`src/rtl/abd_pkg.sv`:
```
package abd_pkg;
  typedef enum logic [2:0] {
    ST_IDLE = 3'd0,
    ST_MEAS = 3'd1,
    ST_CALC = 3'd2,
    ST_ACK  = 3'd3,
    ST_DONE = 3'd4
  } abd_state_e;

  // 0x40 sent LSB first gives start + six zeros before the first one
  localparam int SYNC_LOW_BITS = 7;
  localparam int DIV_W         = 16;
  localparam int ACK_BYTES     = 4;
  localparam int FRAME_BITS    = 10;
  localparam logic [7:0] ACK_HEAD = 8'hBF;
  localparam logic [7:0] ACK_TAIL = 8'h00;
endpackage

```
`src/rtl/abd_sync.sv`:
```
module abd_sync #(
  parameter int   STAGES  = 2,
  parameter logic RST_VAL = 1'b1
) (
  input  logic clk,
  input  logic rst_n,
  input  logic d,
  output logic q
);
  logic [STAGES-1:0] chain_q;

  generate
    if (STAGES == 1) begin : g_single
      always_ff @(posedge clk or negedge rst_n) begin
        if (!rst_n) chain_q <= RST_VAL;
        else        chain_q <= d;
      end
    end else begin : g_chain
      always_ff @(posedge clk or negedge rst_n) begin
        if (!rst_n) chain_q <= {STAGES{RST_VAL}};
        else        chain_q <= {chain_q[STAGES-2:0], d};
      end
    end
  endgenerate

  assign q = chain_q[STAGES-1];
endmodule

```
`src/rtl/abd_measure.sv`:
```
module abd_measure #(
  parameter int LEN_W   = 21,
  parameter int TIMEOUT = 1 << 20
) (
  input  logic             clk,
  input  logic             rst_n,
  input  logic             rx,
  input  logic             armed,
  output logic             start_o,
  output logic             done_o,
  output logic             abort_o,
  output logic [LEN_W-1:0] len_o
);
  localparam logic [LEN_W-1:0] LAST = LEN_W'(TIMEOUT - 1);

  logic             prev_q;
  logic             run_q, run_d;
  logic [LEN_W-1:0] cnt_q, cnt_d;

  always_comb begin
    start_o = armed & prev_q & ~rx & ~run_q;
    done_o  = run_q & rx;
    abort_o = run_q & ~rx & (cnt_q == LAST);
    run_d   = run_q;
    cnt_d   = cnt_q;
    if (start_o) begin
      run_d = 1'b1;
      cnt_d = LEN_W'(1);
    end else if (run_q) begin
      if (done_o || abort_o) run_d = 1'b0;
      else                   cnt_d = cnt_q + LEN_W'(1);
    end
  end

  always_ff @(posedge clk or negedge rst_n) begin
    if (!rst_n) begin
      prev_q <= 1'b1;
      run_q  <= 1'b0;
      cnt_q  <= '0;
    end else begin
      prev_q <= rx;
      run_q  <= run_d;
      cnt_q  <= cnt_d;
    end
  end

  assign len_o = cnt_q;
endmodule

```
`src/rtl/abd_divcalc.sv`:
```
module abd_divcalc #(
  parameter int LEN_W  = 21,
  parameter int QUO_W  = 16,
  parameter int FACTOR = 112
) (
  input  logic             clk,
  input  logic             rst_n,
  input  logic             go,
  input  logic [LEN_W-1:0] len,
  output logic             valid_o,
  output logic [QUO_W-1:0] quo_o
);
  localparam int FAC_W = $clog2(FACTOR + 1);
  localparam int REM_W = ((LEN_W > FAC_W) ? LEN_W : FAC_W) + 1;
  localparam logic [REM_W-1:0] FAC  = REM_W'(FACTOR);
  localparam logic [REM_W-1:0] HALF = REM_W'(FACTOR / 2);

  logic             act_q, act_d;
  logic [REM_W-1:0] rem_q, rem_d;
  logic [QUO_W-1:0] quo_q, quo_d;
  logic             fits;

  always_comb begin
    fits    = rem_q >= FAC;
    valid_o = act_q & (~fits | (&quo_q));
    act_d   = act_q;
    rem_d   = rem_q;
    quo_d   = quo_q;
    if (go) begin
      act_d = 1'b1;
      rem_d = REM_W'(len) + HALF;
      quo_d = '0;
    end else if (act_q) begin
      if (valid_o) begin
        act_d = 1'b0;
      end else begin
        rem_d = rem_q - FAC;
        quo_d = quo_q + QUO_W'(1);
      end
    end
  end

  always_ff @(posedge clk or negedge rst_n) begin
    if (!rst_n) begin
      act_q <= 1'b0;
      rem_q <= '0;
      quo_q <= '0;
    end else begin
      act_q <= act_d;
      rem_q <= rem_d;
      quo_q <= quo_d;
    end
  end

  assign quo_o = quo_q;
endmodule

```
`src/rtl/abd_acktx.sv`:
```
module abd_acktx
  import abd_pkg::*;
#(
  parameter int QUO_W      = 16,
  parameter int OVERSAMPLE = 16
) (
  input  logic             clk,
  input  logic             rst_n,
  input  logic             go,
  input  logic [QUO_W-1:0] quo,
  input  logic [7:0]       lo,
  input  logic [7:0]       hi,
  output logic             txd_o,
  output logic             fin_o
);
  localparam int OVS_W  = $clog2(OVERSAMPLE) + 1;
  localparam int BLEN_W = QUO_W + OVS_W;
  localparam int BYTE_W = $clog2(ACK_BYTES);
  localparam int BIT_W  = $clog2(FRAME_BITS);

  logic [7:0] ack_byte [ACK_BYTES];
  assign ack_byte[0] = ACK_HEAD;
  assign ack_byte[1] = lo;
  assign ack_byte[2] = hi;
  assign ack_byte[3] = ACK_TAIL;

  logic              act_q, act_d;
  logic              txd_q, txd_d;
  logic [BLEN_W-1:0] blen_q, blen_d;
  logic [BLEN_W-1:0] cnt_q, cnt_d;
  logic [BIT_W-1:0]  bit_q, bit_d, bit_nx;
  logic [BYTE_W-1:0] byte_q, byte_d;
  logic [FRAME_BITS-1:0] frame;
  logic              bit_end;

  always_comb begin
    frame   = {1'b1, ack_byte[byte_q], 1'b0};
    bit_nx  = bit_q + BIT_W'(1);
    bit_end = (cnt_q == blen_q - BLEN_W'(1));
    fin_o   = 1'b0;
    act_d   = act_q;
    txd_d   = txd_q;
    blen_d  = blen_q;
    cnt_d   = cnt_q;
    bit_d   = bit_q;
    byte_d  = byte_q;
    if (go) begin
      act_d  = 1'b1;
      txd_d  = 1'b0;
      blen_d = BLEN_W'(quo) * BLEN_W'(OVERSAMPLE);
      cnt_d  = '0;
      bit_d  = '0;
      byte_d = '0;
    end else if (act_q) begin
      if (bit_end) begin
        cnt_d = '0;
        if (bit_q == BIT_W'(FRAME_BITS - 1)) begin
          if (byte_q == BYTE_W'(ACK_BYTES - 1)) begin
            act_d = 1'b0;
            txd_d = 1'b1;
            fin_o = 1'b1;
          end else begin
            byte_d = byte_q + BYTE_W'(1);
            bit_d  = '0;
            txd_d  = 1'b0;
          end
        end else begin
          bit_d = bit_nx;
          txd_d = frame[bit_nx];
        end
      end else begin
        cnt_d = cnt_q + BLEN_W'(1);
      end
    end
  end

  always_ff @(posedge clk or negedge rst_n) begin
    if (!rst_n) begin
      act_q  <= 1'b0;
      txd_q  <= 1'b1;
      blen_q <= '0;
      cnt_q  <= '0;
      bit_q  <= '0;
      byte_q <= '0;
    end else begin
      act_q  <= act_d;
      txd_q  <= txd_d;
      blen_q <= blen_d;
      cnt_q  <= cnt_d;
      bit_q  <= bit_d;
      byte_q <= byte_d;
    end
  end

  assign txd_o = txd_q;
endmodule

```
`src/rtl/abd_autobaud.sv`:
```
module abd_autobaud
  import abd_pkg::*;
#(
  parameter int OVERSAMPLE  = 16,
  parameter int TIMEOUT     = 1 << 20,
  parameter int SYNC_STAGES = 2
) (
  input  logic       clk,
  input  logic       rst_n,
  input  logic       rxd,
  output logic       txd,
  output logic       cts,
  output logic       done,
  output logic [7:0] div_lo,
  output logic [7:0] div_hi
);
  localparam int FACTOR = OVERSAMPLE * SYNC_LOW_BITS;
  localparam int LEN_W  = $clog2(TIMEOUT + 1);

  logic rst_core_n;
  logic rx_s;

  abd_sync #(.STAGES(2), .RST_VAL(1'b0)) u_rst (
    .clk(clk), .rst_n(rst_n), .d(1'b1), .q(rst_core_n)
  );

  abd_sync #(.STAGES(SYNC_STAGES), .RST_VAL(1'b1)) u_rx (
    .clk(clk), .rst_n(rst_core_n), .d(rxd), .q(rx_s)
  );

  abd_state_e       state_q, state_d;
  logic             m_start, m_done, m_abort;
  logic [LEN_W-1:0] m_len;
  logic             calc_go, calc_valid;
  logic [DIV_W-1:0] calc_quo;
  logic             tx_go, tx_fin, tx_txd;
  logic [DIV_W-1:0] div_q;
  logic             div_en;

  abd_measure #(.LEN_W(LEN_W), .TIMEOUT(TIMEOUT)) u_meas (
    .clk(clk), .rst_n(rst_core_n), .rx(rx_s),
    .armed(state_q == ST_IDLE),
    .start_o(m_start), .done_o(m_done), .abort_o(m_abort), .len_o(m_len)
  );

  abd_divcalc #(.LEN_W(LEN_W), .QUO_W(DIV_W), .FACTOR(FACTOR)) u_calc (
    .clk(clk), .rst_n(rst_core_n), .go(calc_go), .len(m_len),
    .valid_o(calc_valid), .quo_o(calc_quo)
  );

  abd_acktx #(.QUO_W(DIV_W), .OVERSAMPLE(OVERSAMPLE)) u_tx (
    .clk(clk), .rst_n(rst_core_n), .go(tx_go), .quo(calc_quo),
    .lo(div_q[7:0]), .hi(div_q[15:8]), .txd_o(tx_txd), .fin_o(tx_fin)
  );

  always_comb begin
    state_d = state_q;
    calc_go = 1'b0;
    tx_go   = 1'b0;
    div_en  = 1'b0;
    case (state_q)
      ST_IDLE: if (m_start) state_d = ST_MEAS;
      ST_MEAS: begin
        if (m_done) begin
          calc_go = 1'b1;
          state_d = ST_CALC;
        end else if (m_abort) begin
          state_d = ST_IDLE;
        end
      end
      ST_CALC: begin
        if (calc_valid) begin
          if (calc_quo == '0) begin
            state_d = ST_IDLE;
          end else begin
            div_en  = 1'b1;
            tx_go   = 1'b1;
            state_d = ST_ACK;
          end
        end
      end
      ST_ACK:  if (tx_fin) state_d = ST_DONE;
      ST_DONE: state_d = ST_DONE;
      default: state_d = ST_IDLE;
    endcase
  end

  always_ff @(posedge clk or negedge rst_core_n) begin
    if (!rst_core_n) begin
      state_q <= ST_IDLE;
      div_q   <= '0;
    end else begin
      state_q <= state_d;
      if (div_en) div_q <= calc_quo;
    end
  end

  assign txd    = tx_txd;
  assign cts    = (state_q == ST_IDLE) || (state_q == ST_DONE);
  assign done   = (state_q == ST_DONE);
  assign div_lo = div_q[7:0];
  assign div_hi = div_q[15:8];
endmodule

```
`config.mk`:
```
export PLATFORM = sky130hd
export DESIGN_NAME = abd_autobaud
export DESIGN_NICKNAME = d
export VERILOG_FILES = /design/src/rtl/abd_pkg.sv /design/src/rtl/abd_sync.sv /design/src/rtl/abd_measure.sv /design/src/rtl/abd_divcalc.sv /design/src/rtl/abd_acktx.sv /design/src/rtl/abd_autobaud.sv
export SDC_FILE = /design/constraint.sdc
export NUM_CORES = 1
export LEC_CHECK = 0
export BUFFER_PORTS_ARGS = -buffer_cell sky130_fd_sc_hd__buf_4
export CAP_MARGIN = 20
export CORE_ASPECT_RATIO = 1.4
export CORE_UTILIZATION = 50
export CTS_CLUSTER_DIAMETER = 50
export DETAILED_ROUTE_END_ITERATION = 8
export PLACE_DENSITY = 0.66
export SKIP_CTS_REPAIR_TIMING = 1
export SLEW_MARGIN = 20
export SYNTH_ARGS = -nofsm -noshare
export SYNTH_HDL_FRONTEND = slang
export SYNTH_HIERARCHICAL = 1
export SYNTH_SLANG_ARGS = --single-unit
```
`constraint.sdc`:
```
create_clock -name clk -period 9.4 [get_ports clk]
set_input_delay 0.94 -clock clk [delete_from_list [all_inputs] [get_ports clk]]
set_output_delay 0.94 -clock clk [all_outputs]
set_load 0.02 [all_outputs]
```
Yosys cells after proc, flatten, opt, wreduce, memory -nomap -nowiden
Cells that the tools add are included.
W data, S select, Z words.
{ "totals": {"ff_bits": 114, "input_bits": 3, "word_cells": 129} }
{ "op_classes": {"add_sub_neg": 8, "n_lt_le_gt_ge": 3, "n_eq_ne": 16, "n_mux": 59, "n_bitwise": 12, "n_reduce_logical": 16} }
{ "op_table": {"columns": ["op", "n"], "rows": [
  ["$mux W21", 6],
  ["$mux W22", 3],
  ["$mux W16", 3],
  ["$add A21 B1 Y21 const B", 2],
  ["$mux W1", 26],
  ["$add A21 B6 Y22 const B", 1],
  ["$ge A22 B7 Y1 const B", 1],
  ["$sub A22 B7 Y22 const B", 1],
  ["$eq A21 B20 Y1 const B", 1],
  ["$eq A21 B21 Y1", 1],
  ["$sub A20 B1 Y21 const B", 1],
  ["$mux W4", 5],
  ["$add A16 B1 Y16 const B", 1],
  ["$bmux W8 S2", 1],
  ["$logic_not A16 Y1", 1],
  ["$mux W8", 2],
  ["$reduce_and A16 Y1", 1],
  ["$mux W3", 5],
  ["$pmux W3 S5", 1],
  ["$mux W2", 6],
  ["$ne A2 B2 Y1 const B", 6],
  ["$reduce_bool A2 Y1", 5],
  ["$reduce_and A4 Y1", 2],
  ["$and A1 B1 Y1", 7],
  ["18 further kinds", 25]
]} }

Logic depth before layout (Yosys ltp)
Gate-level depths: netlist of the first run.
{ "logic_depth": {"depth_word": 10, "mapped_depth": 17} }

Cells and area by module
The synthesis of the first run kept the hierarchy.
{ "by_module_without_submodules": {"columns": ["module", "instances", "cells_per_inst", "area_per_inst_um2"], "rows": [
  ["abd_acktx", 1, 319, 2937.8],
  ["abd_divcalc", 1, 251, 2336.0],
  ["abd_measure", 1, 125, 1288.7],
  ["abd_autobaud", 1, 65, 917.1],
  ["abd_sync at u_rx", 1, 2, 52.6],
  ["abd_sync at u_rst", 1, 2, 50.0]
]} }

Worst setup path before layout of the first run
No wires, ideal clock.
{ "synth_timing": {"path_type": "flip-flop to flip-flop", "start": "reg u_calc.rem_q[4]", "end": "reg state_q[0]", "setup_time_ps": 77, "arrival_time_ps": 3415, "required_ps": 9323, "setup_slack_ps": 5907, "path_stages_with_launch": 17, "period_less_slack_ps": 3493, "path_cell_list": "dfrtp_1 -> ha_1 -> a2111oi_4 -> nand4_1 -> nand2_1 -> and2_1 -> nand4_4 -> buf_12 -> inv_1 -> clkbuf_1 -> clkbuf_1 -> nor2_1 -> and3_1 -> nand2b_1 -> o31ai_1 -> a31oi_1 -> a21oi_1"} }
{ "synth_between": {"elab_chain_len": 9, "word_cells_on_any_way": 10} }
{ "synth_lines": {"columns": ["item", "line", "rtl"], "rows": [
  ["start, declared", "abd_divcalc.sv:19", "logic [REM_W-1:0] rem_q, rem_d;"],
  ["start signal, assigned", "abd_divcalc.sv:50", "rem_q <= rem_d;"],
  ["$ge A22 B7 Y1", "abd_divcalc.sv:24", "fits = rem_q >= FAC;"],
  ["$not A1 Y1", "abd_divcalc.sv:25", "valid_o = act_q & (~fits | (&quo_q));"],
  ["$or A1 B1 Y1", "abd_divcalc.sv:25", null],
  ["$and A1 B1 Y1", "abd_divcalc.sv:25", null],
  ["net calc_valid", "abd_autobaud.sv:34", "logic calc_go, calc_valid;"],
  ["$mux W1 (2 in a row)", null, null],
  ["net div_en", "abd_autobaud.sv:38", "logic div_en;"],
  ["$mux W1", "abd_acktx.sv:47", "if (go) begin"],
  ["net tx_fin", "abd_autobaud.sv:36", "logic tx_go, tx_fin, tx_txd;"],
  ["$ne A2 B2 Y1 (no line)", null, null],
  ["$reduce_and A4 Y1 (no line)", null, null],
  ["end signal, assigned", "abd_autobaud.sv:93", "state_q <= state_d;"],
  ["end, declared", "abd_autobaud.sv:31", "abd_state_e state_q, state_d;"]
]} }
The timed path passes the listed nets, and every way through them passes these cells.
A chain may end at the register's enable or synchronous reset.

Worst setup path after layout of the first run
{ "layout_timing": {"start": "reg u_calc.rem_q[4]", "end": "reg u_tx.cnt_q[11]"} }
{ "layout_between": {"elab_chain_len": 7, "word_cells_on_any_way": 8} }
{ "layout_lines": {"columns": ["item", "line", "rtl"], "rows": [
  ["$ge A22 B7 Y1 (*)", "abd_divcalc.sv:24", null],
  ["$not A1 Y1 (*)", "abd_divcalc.sv:25", null],
  ["$or A1 B1 Y1 (*)", "abd_divcalc.sv:25", null],
  ["$and A1 B1 Y1 (*)", "abd_divcalc.sv:25", null],
  ["net calc_valid", "abd_autobaud.sv:34", null],
  ["$mux W1 (*) (2 in a row)", null, null],
  ["net div_en", "abd_autobaud.sv:38", null],
  ["$mux W21 / $reduce_bool A2 Y1 (equally long branches)", null, null],
  ["end signal, assigned", "abd_acktx.sv:89", "cnt_q <= cnt_d;"],
  ["end, declared", "abd_acktx.sv:30", "logic [BLEN_W-1:0] cnt_q, cnt_d;"]
]} }
Mark *: on every way through the listed nets, which the timed path passes. The rest lies on a longest branch.

==> results of run 1 <==
-- cell type report --
type / count / area [um^2]
tap: 189 / 236
inverter: 19 / 71.3
clock inverter: 5 / 77.6
fill: 1300 / 6220
clock buffer: 27 / 513
multi-input combinational: 588 / 4180
sequential: 126 / 3160
timing repair buffer: 24 / 180
-- power by group --
group / internal, uW / leakage (uW) / switching, uW
registers: 600 / 0.00171 / 98.9
logic: 122 / 0.00164 / 142
clock network: 425 / 0.000288 / 226
-- per-layer routing --
metal  GRT usage  part of all wire
met1       0.275              0.41
met5           0                 0
met2       0.422              0.52
met4       0.144             0.044
met3      0.0344             0.026
-- worst reg2reg max path, cell delays in order (launching register included) --
cell and delay, ns:
dfrtp_1 0.40, ha_1 0.27, a2111oi_4 0.46, nand4_1 0.68
nand2_1 0.27, and2_1 0.26, nand4_4 0.36, inv_1 0.55
buf_4 0.32, or2_2 0.24, nand3_1 0.13, nor2_1 0.28
nand3_1 0.14, xor2_1 0.17, nor2_1 0.06
-- stage by stage --
stage                     cell area (um^2)  hold WS, ns  worst slack, ns  utilization
after floorplan                       7580        0.331             5.64            -
after detailed placement              7830        0.336             4.71        0.535
after CTS                             8420        0.280             4.69        0.575
final                                 8420        0.293             4.66        0.575
after global routing                  8420        0.281             4.22        0.575
after global placement                7830        0.338             4.87        0.535
-- layout by cell type (no fill, tap or decap), types with 5 or more instances in the layout --
| cell type | n |
|---|---|
| dfrtp_1 | 121 |
| nor2_1 | 71 |
| nand2_1 | 55 |
| xnor2_1 | 48 |
| xor2_1 | 46 |
| nand4_1 | 41 |
| nand3_1 | 30 |
| nor3_1 | 27 |
| buf_4 | 24 |
| mux2i_1 | 21 |
| o21ai_0 | 21 |
| mux2_2 | 19 |
| inv_1 | 17 |
| nor4_1 | 17 |
| clkbuf_16 | 17 |
| a21oi_1 | 14 |
| nor2b_1 | 13 |
| and3_1 | 13 |
| nand2b_1 | 10 |
| or4_1 | 10 |
| mux2_4 | 9 |
| ha_1 | 9 |
| and4_1 | 8 |
| nor4_2 | 5 |
| clkbuf_1 | 5 |
| clkbuf_8 | 5 |
| and2_1 | 5 |
| or3_1 | 5 |
-- Yosys cell counts, types with 4 or more instances --
cell type	instances	area (um^2)
a2111oi_2	4	60.1
a21oi_1	14	70.1
a32o_1	4	40.0
and2_1	5	31.3
and3_1	13	81.3
and4_1	8	70.1
buf_2	5	25.0
buf_6	4	45.0
clkbuf_1	17	63.8
dfrtp_1	122	3050
dfstp_2	4	105
ha_1	9	113
inv_1	17	63.8
mux2_2	19	214
mux2_4	9	135
mux2i_1	21	210
nand2_1	55	206
nand2b_1	10	62.6
nand3_1	30	150
nand4_1	41	257
nand4_2	4	50.1
nor2_1	71	267
nor2b_1	13	81.3
nor3_1	27	135
nor3b_1	4	30.0
nor4_1	18	113
nor4_2	4	50.1
nor4b_1	5	43.8
o21ai_0	21	105
or3_1	5	31.3
or4_1	10	75.1
xnor2_1	48	420
xor2_1	46	403
-- flip-flops by register name (all words and copies together) (netlist names) --
name / cells
u_calc/quo_o: 16
u_tx/act_q: 1
u_tx/blen_q: 16
u_rx/chain_q: 2
u_meas/prev_q: 1
u_rst/chain_q: 2
u_calc/act_q: 1
div_q: 16
u_tx/byte_q: 2
u_tx/txd_o: 1
u_tx/cnt_q: 21
u_calc/rem_q: 18
u_meas/run_q: 1
state_q: 3
u_meas/len_o: 21
u_tx/bit_q: 4
-- logic make-up after synthesis --
logic type      Yosys count  share of synthesized area
xor+xnor                 94                      0.109
mux                      50                     0.0752
buf+inv                  50                     0.0345
simple gates            345                      0.259
fa+ha+maj                 9                     0.0149
flops                   126                      0.417
compound gates           89                     0.0913
other cells               1                   0.000495
-- path summary, 6_finish.rpt --
| kind | start | endpoint | slack [ns] | cells past startpoint |
|---|---|---|---|---|
| hold / removal | rst_n | u_rst/chain_q[1]$_DFF_PN0_ | 0.29 | 1 |
| max in group asynchronous | u_rst/chain_q[1]$_DFF_PN0_ | u_tx/cnt_q[7]$_DFFE_PN0P_ | 7.65 | 1 |
| setup / recovery | u_calc/rem_q[4]$_DFFE_PN0P_ | u_tx/cnt_q[11]$_DFFE_PN0P_ | 4.66 | 14 |
| hold reg to reg | u_rst/chain_q[1]$_DFF_PN0_ | u_calc/rem_q[6]$_DFFE_PN0P_ | 0.34 | 0 |
| setup reg to reg | u_calc/rem_q[4]$_DFFE_PN0P_ | u_tx/cnt_q[11]$_DFFE_PN0P_ | 4.66 | 14 |
| min in group clk | u_rst/chain_q[0]$_DFF_PN0_ | u_rst/chain_q[1]$_DFF_PN0_ | 0.35 | 0 |
==> flow_metrics.py, run 1 <==
metrics = {
    "grt": {
        "grt_pass1_vias": 5949,
        "grt_overflow_total": 0,
        "grt_max_degree": 77,
        "antenna_found_initial": 0,
        "grt_pass1_wl_um": 29500,
        "grt_usage": 0.240,
    },
    "pwr": {
        "powerDensity_nw_per_um2": 192,
        "total_power_uw": 1620,
        "irDropWorstVdd_uv": 173,
        "leakage_uw": 0.00363,
    },
    "run_status": {
        "status": "complete, no violations",
    },
    "placed_design": {
        "dp.cells": 946,
        "place_congestion": 0.885,
        "hpwl_um": 12900,
        "port_buffers": 21,
    },
    "critical_path": {
        "path_delay_family": "simple AND/OR/NAND/NOR gates",
        "cp_slowest_cell": "nand4_1",
        "slowest_delay_ns": 0.67,
        "worstSetupEndpointType": "flop",
        "startpoint_type": "flop",
        "crit_path_max_fanout": 18,
        "crit_chain": "ha_1 -> a2111oi_4 -> nand4_1 -> nand2_1 -> and2_1 -> nand4_4 -> inv_1 -> buf_4 -> or2_2 -> nand3_1 -> nor2_1 -> nand3_1 -> xor2_1 -> nor2_1",
        "crit_required_ns": 9.67,
        "cp_num_buf_inv": 2,
        "critPathKind": "flop to flop",
        "worstPathArrival_ns": 5.00,
    },
    "clock_tree": {
        "clockRootBuffer": "clkbuf_16",
        "cts_sinks": 126,
        "clock_latency_ns": 0.41,
        "clk_transition_reported_paths_ns": 0.06,
        "cts_buffers": 17,
        "clockBufferDepth": 2,
        "htree_levels": 4,
        "cts_tree": "yes",
    },
    "sta": {
        "max-slew-margin-rel": 0.269,
        "period_share": 0.504,
        "slew_viol_final": 0,
        "fmax_mhz": 211,
        "skew_ns": 0.00750,
        "worstMarginPinSlew_ns": 1.09,
        "final-hold-violation-count": 0,
        "setup_violations": 0,
        "fin_crit_ns": 4.74,
        "rsz0062_at_grt": "false",
        "fin_tns_setup_ns": 0,
    },
    "route": {
        "wl_per_cell_um": 18.4,
        "drcViolationCount": 0,
        "firstDrtPassIters": 7,
        "postRouteWirelength_um": 18000,
        "drtAntennaViolNets": 0,
        "num_vias": 5958,
        "drt_iter0_markers": 261,
        "routed_via_density": 6.09,
    },
    "logic_synthesis": {
        "synthFlopType": "dfrtp_1",
        "synth-edff-count": 0,
        "syn_area_um2": 7580,
        "seq_area_frac_synth": 0.417,
        "ys_types": 85,
        "syn_area_per_cell_um2": 9.92,
        "synth-async-reset-ratio": 1.00,
        "synth_nets": 776,
        "synth-seq-cells": 126,
        "syn_inst": 764,
        "yosysWarnings": 6,
    },
    "die": {
        "core_area_um2": 14600,
        "start_util": 0.518,
        "die_h_um": 148,
        "dieArea_um2": 15700,
        "die_w_um": 106,
        "io_pins": 22,
        "core.rowCount": 52,
    },
    "final_layout": {
        "n_antenna_cell": 0,
        "nNetsFinal": 788,
        "drive_gt1_frac": 0.155,
        "final_cells": 978,
        "syn_to_final_growth_pct": 11.0,
    },
    "job": {
        "cap_violations": 0,
    },
    "hold_path": {
        "hold_class": "input pin to asynchronous set/reset pin",
    },
}
No activity file was read; power rests on OpenSTA's default activity.
==> inputs of run 2 (changes only) <==
- clock period: 9.4 -> 4.78 ns (I/O delays scaled with it)
==> flow_metrics.py, run 2 (synthesis results as in run 1) <==
metrics = {
    "job": {
        "cap_violations": 0,
    },
    "route": {
        "postRouteWirelength_um": 18400,
        "drcViolationCount": 0,
        "num_vias": 6027,
        "wl_per_cell_um": 18.8,
        "routed_via_density": 6.14,
        "drtAntennaViolNets": 0,
        "drt_iter0_markers": 367,
        "firstDrtPassIters": 6,
    },
    "sta": {
        "final-hold-violation-count": 0,
        "slew_viol_final": 0,
        "skew_ns": 0.00757,
        "fin_crit_ns": 3.52,
        "fmax_mhz": 284,
        "fin_tns_setup_ns": 0,
        "setup_violations": 0,
        "worstMarginPinSlew_ns": 1.02,
        "rsz0062_at_grt": "false",
        "max-slew-margin-rel": 0.312,
        "period_share": 0.737,
    },
    "grt": {
        "grt_pass1_wl_um": 30100,
        "grt_max_degree": 83,
        "grt_usage": 0.247,
        "grt_pass1_vias": 5982,
        "grt_overflow_total": 0,
        "antenna_found_initial": 0,
    },
    "clock_tree": {
        "clk_transition_reported_paths_ns": 0.05,
        "cts_sinks": 126,
        "cts_buffers": 17,
        "clock_latency_ns": 0.42,
        "cts_tree": "yes",
        "clockBufferDepth": 2,
        "clockRootBuffer": "clkbuf_16",
        "htree_levels": 4,
    },
    "critical_path": {
        "crit_top_cell": "nand2_1",
        "cp_slowest_cell": "dfrtp_1",
        "path_delay_family": "simple AND/OR/NAND/NOR gates",
        "startpoint_type": "flop",
        "critPathKind": "flop to flop",
        "rr_worst_depth": 12,
        "crit_path_max_fanout": 32,
        "slowest_delay_ns": 0.48,
        "crit_cells": 12,
        "worstSetupEndpointType": "flop",
        "cp_num_buf_inv": 3,
        "crit_required_ns": 5.09,
        "worstPathArrival_ns": 3.83,
        "crit_chain": "ha_1 -> nand4_1 -> or4_1 -> nand2_1 -> and2_1 -> nand4_4 -> inv_1 -> buf_4 -> clkinv_1 -> nand2_1 -> a41oi_1 -> a41o_1",
    },
    "die": {
        "die_h_um": 148,
        "core.rowCount": 52,
        "start_util": 0.518,
        "core_area_um2": 14600,
        "die_w_um": 106,
        "io_pins": 22,
        "dieArea_um2": 15700,
    },
    "placed_design": {
        "port_buffers": 21,
        "place_congestion": 0.853,
        "dp.cells": 948,
        "hpwl_um": 13000,
    },
    "run_status": {
        "status": "complete, no violations",
    },
    "final_layout": {
        "final_common_cell": "dfrtp_1",
        "final_cells": 982,
        "n_antenna_cell": 0,
        "syn_to_final_growth_pct": 11.7,
        "nNetsFinal": 792,
        "drive_gt1_frac": 0.160,
        "layout_common_cells": "dfrtp_1, nor2_1, nand2_1, xnor2_1, xor2_1",
    },
    "pwr": {
        "intPower_uw": 2250,
        "p_comb_frac": 0.168,
        "switching_share": 0.297,
        "sequentialPowerShare": 0.427,
        "leakage_uw": 0.00365,
        "irDropWorstVdd_uv": 333,
        "pwr-share-clk": 0.405,
        "p_sw_uw": 954,
        "powerDensity_nw_per_um2": 379,
    },
    "hold_path": {
        "hold_class": "input pin to flop",
        "min_delay_path_depth": 1,
    },
}
==> run 2: worst register-to-register path, cell delays in order (launching register included) <==
cell and delay (ns):
dfrtp_1 0.48, ha_1 0.28, nand4_1 0.14, or4_1 0.46, nand2_1 0.11, and2_1 0.23, nand4_4 0.37, inv_1 0.19
buf_4 0.36, clkinv_1 0.35, nand2_1 0.15, a41oi_1 0.05, a41o_1 0.23
==> run 2: power groups by stage <==
| stage | Sequential [uW] | Combinational [uW] | Clock, uW |
|---|---|---|---|
| after floorplan | 1320 | 436 | 0 |
| after CTS | 1380 | 523 | 1320 |
| after global placement | 1380 | 496 | 0 |
| after detailed placement | 1390 | 514 | 0 |
| final | 1370 | 538 | 1300 |
| after global routing | 1390 | 598 | 1380 |
==> run 2: path summary, 6_finish.rpt <==
path                                             startpoint                          end  slack, ns
min in group asynchronous        u_rst/chain_q[1]$_DFF_PN0_  u_calc/rem_q[6]$_DFFE_PN0P_       0.30
worst max register to register  u_calc/quo_o[0]$_DFFE_PN0P_    u_tx/bit_q[2]$_DFFE_PN0P_       1.26
max in group asynchronous        u_rst/chain_q[1]$_DFF_PN0_    u_rx/chain_q[1]$_DFF_PN1_       3.27
worst min register to register   u_rst/chain_q[1]$_DFF_PN0_  u_calc/rem_q[6]$_DFFE_PN0P_       0.30
worst max-delay path            u_calc/quo_o[0]$_DFFE_PN0P_    u_tx/bit_q[2]$_DFFE_PN0P_       1.26
worst min-delay path                                    rxd    u_rx/chain_q[0]$_DFF_PN1_       0.16
==> run 2: area by class of cell <==
class	count	area, um^2
Fill cell	1259	6170
Multi-Input combinational cell	588	4180
Sequential cell	126	3160
Clock buffer	21	450
Tap cell	189	236
Timing Repair Buffer	28	233
Clock inverter	11	141
Inverter	19	71.3
==> run 2: per-layer routing <==
layer	track usage	vias to the layer above	share of wire
li1	-	2821	-
met1	0.282	3009	0.40
met2	0.439	148	0.53
met3	0.0450	49	0.031
met4	0.124	0	0.041
met5	0	-	0
==> run 2: through the flow <==
| step | hold WS, ns | setup WS (ns) | total power, uW | cell area (um^2) | utilization |
|---|---|---|---|---|---|
| global route | 0.141 | 0.954 | 3360 | 8470 | 0.579 |
| finish | 0.161 | 1.26 | 3210 | 8470 | 0.579 |
| global placement | 0.260 | 1.43 | 1880 | 7840 | 0.536 |
| floorplan | 0.182 | 1.02 | 1760 | 7580 | - |
| CTS | -0.189 | 1.26 | 3220 | 8430 | 0.576 |
| detailed placement | 0.261 | 1.27 | 1900 | 7840 | 0.536 |
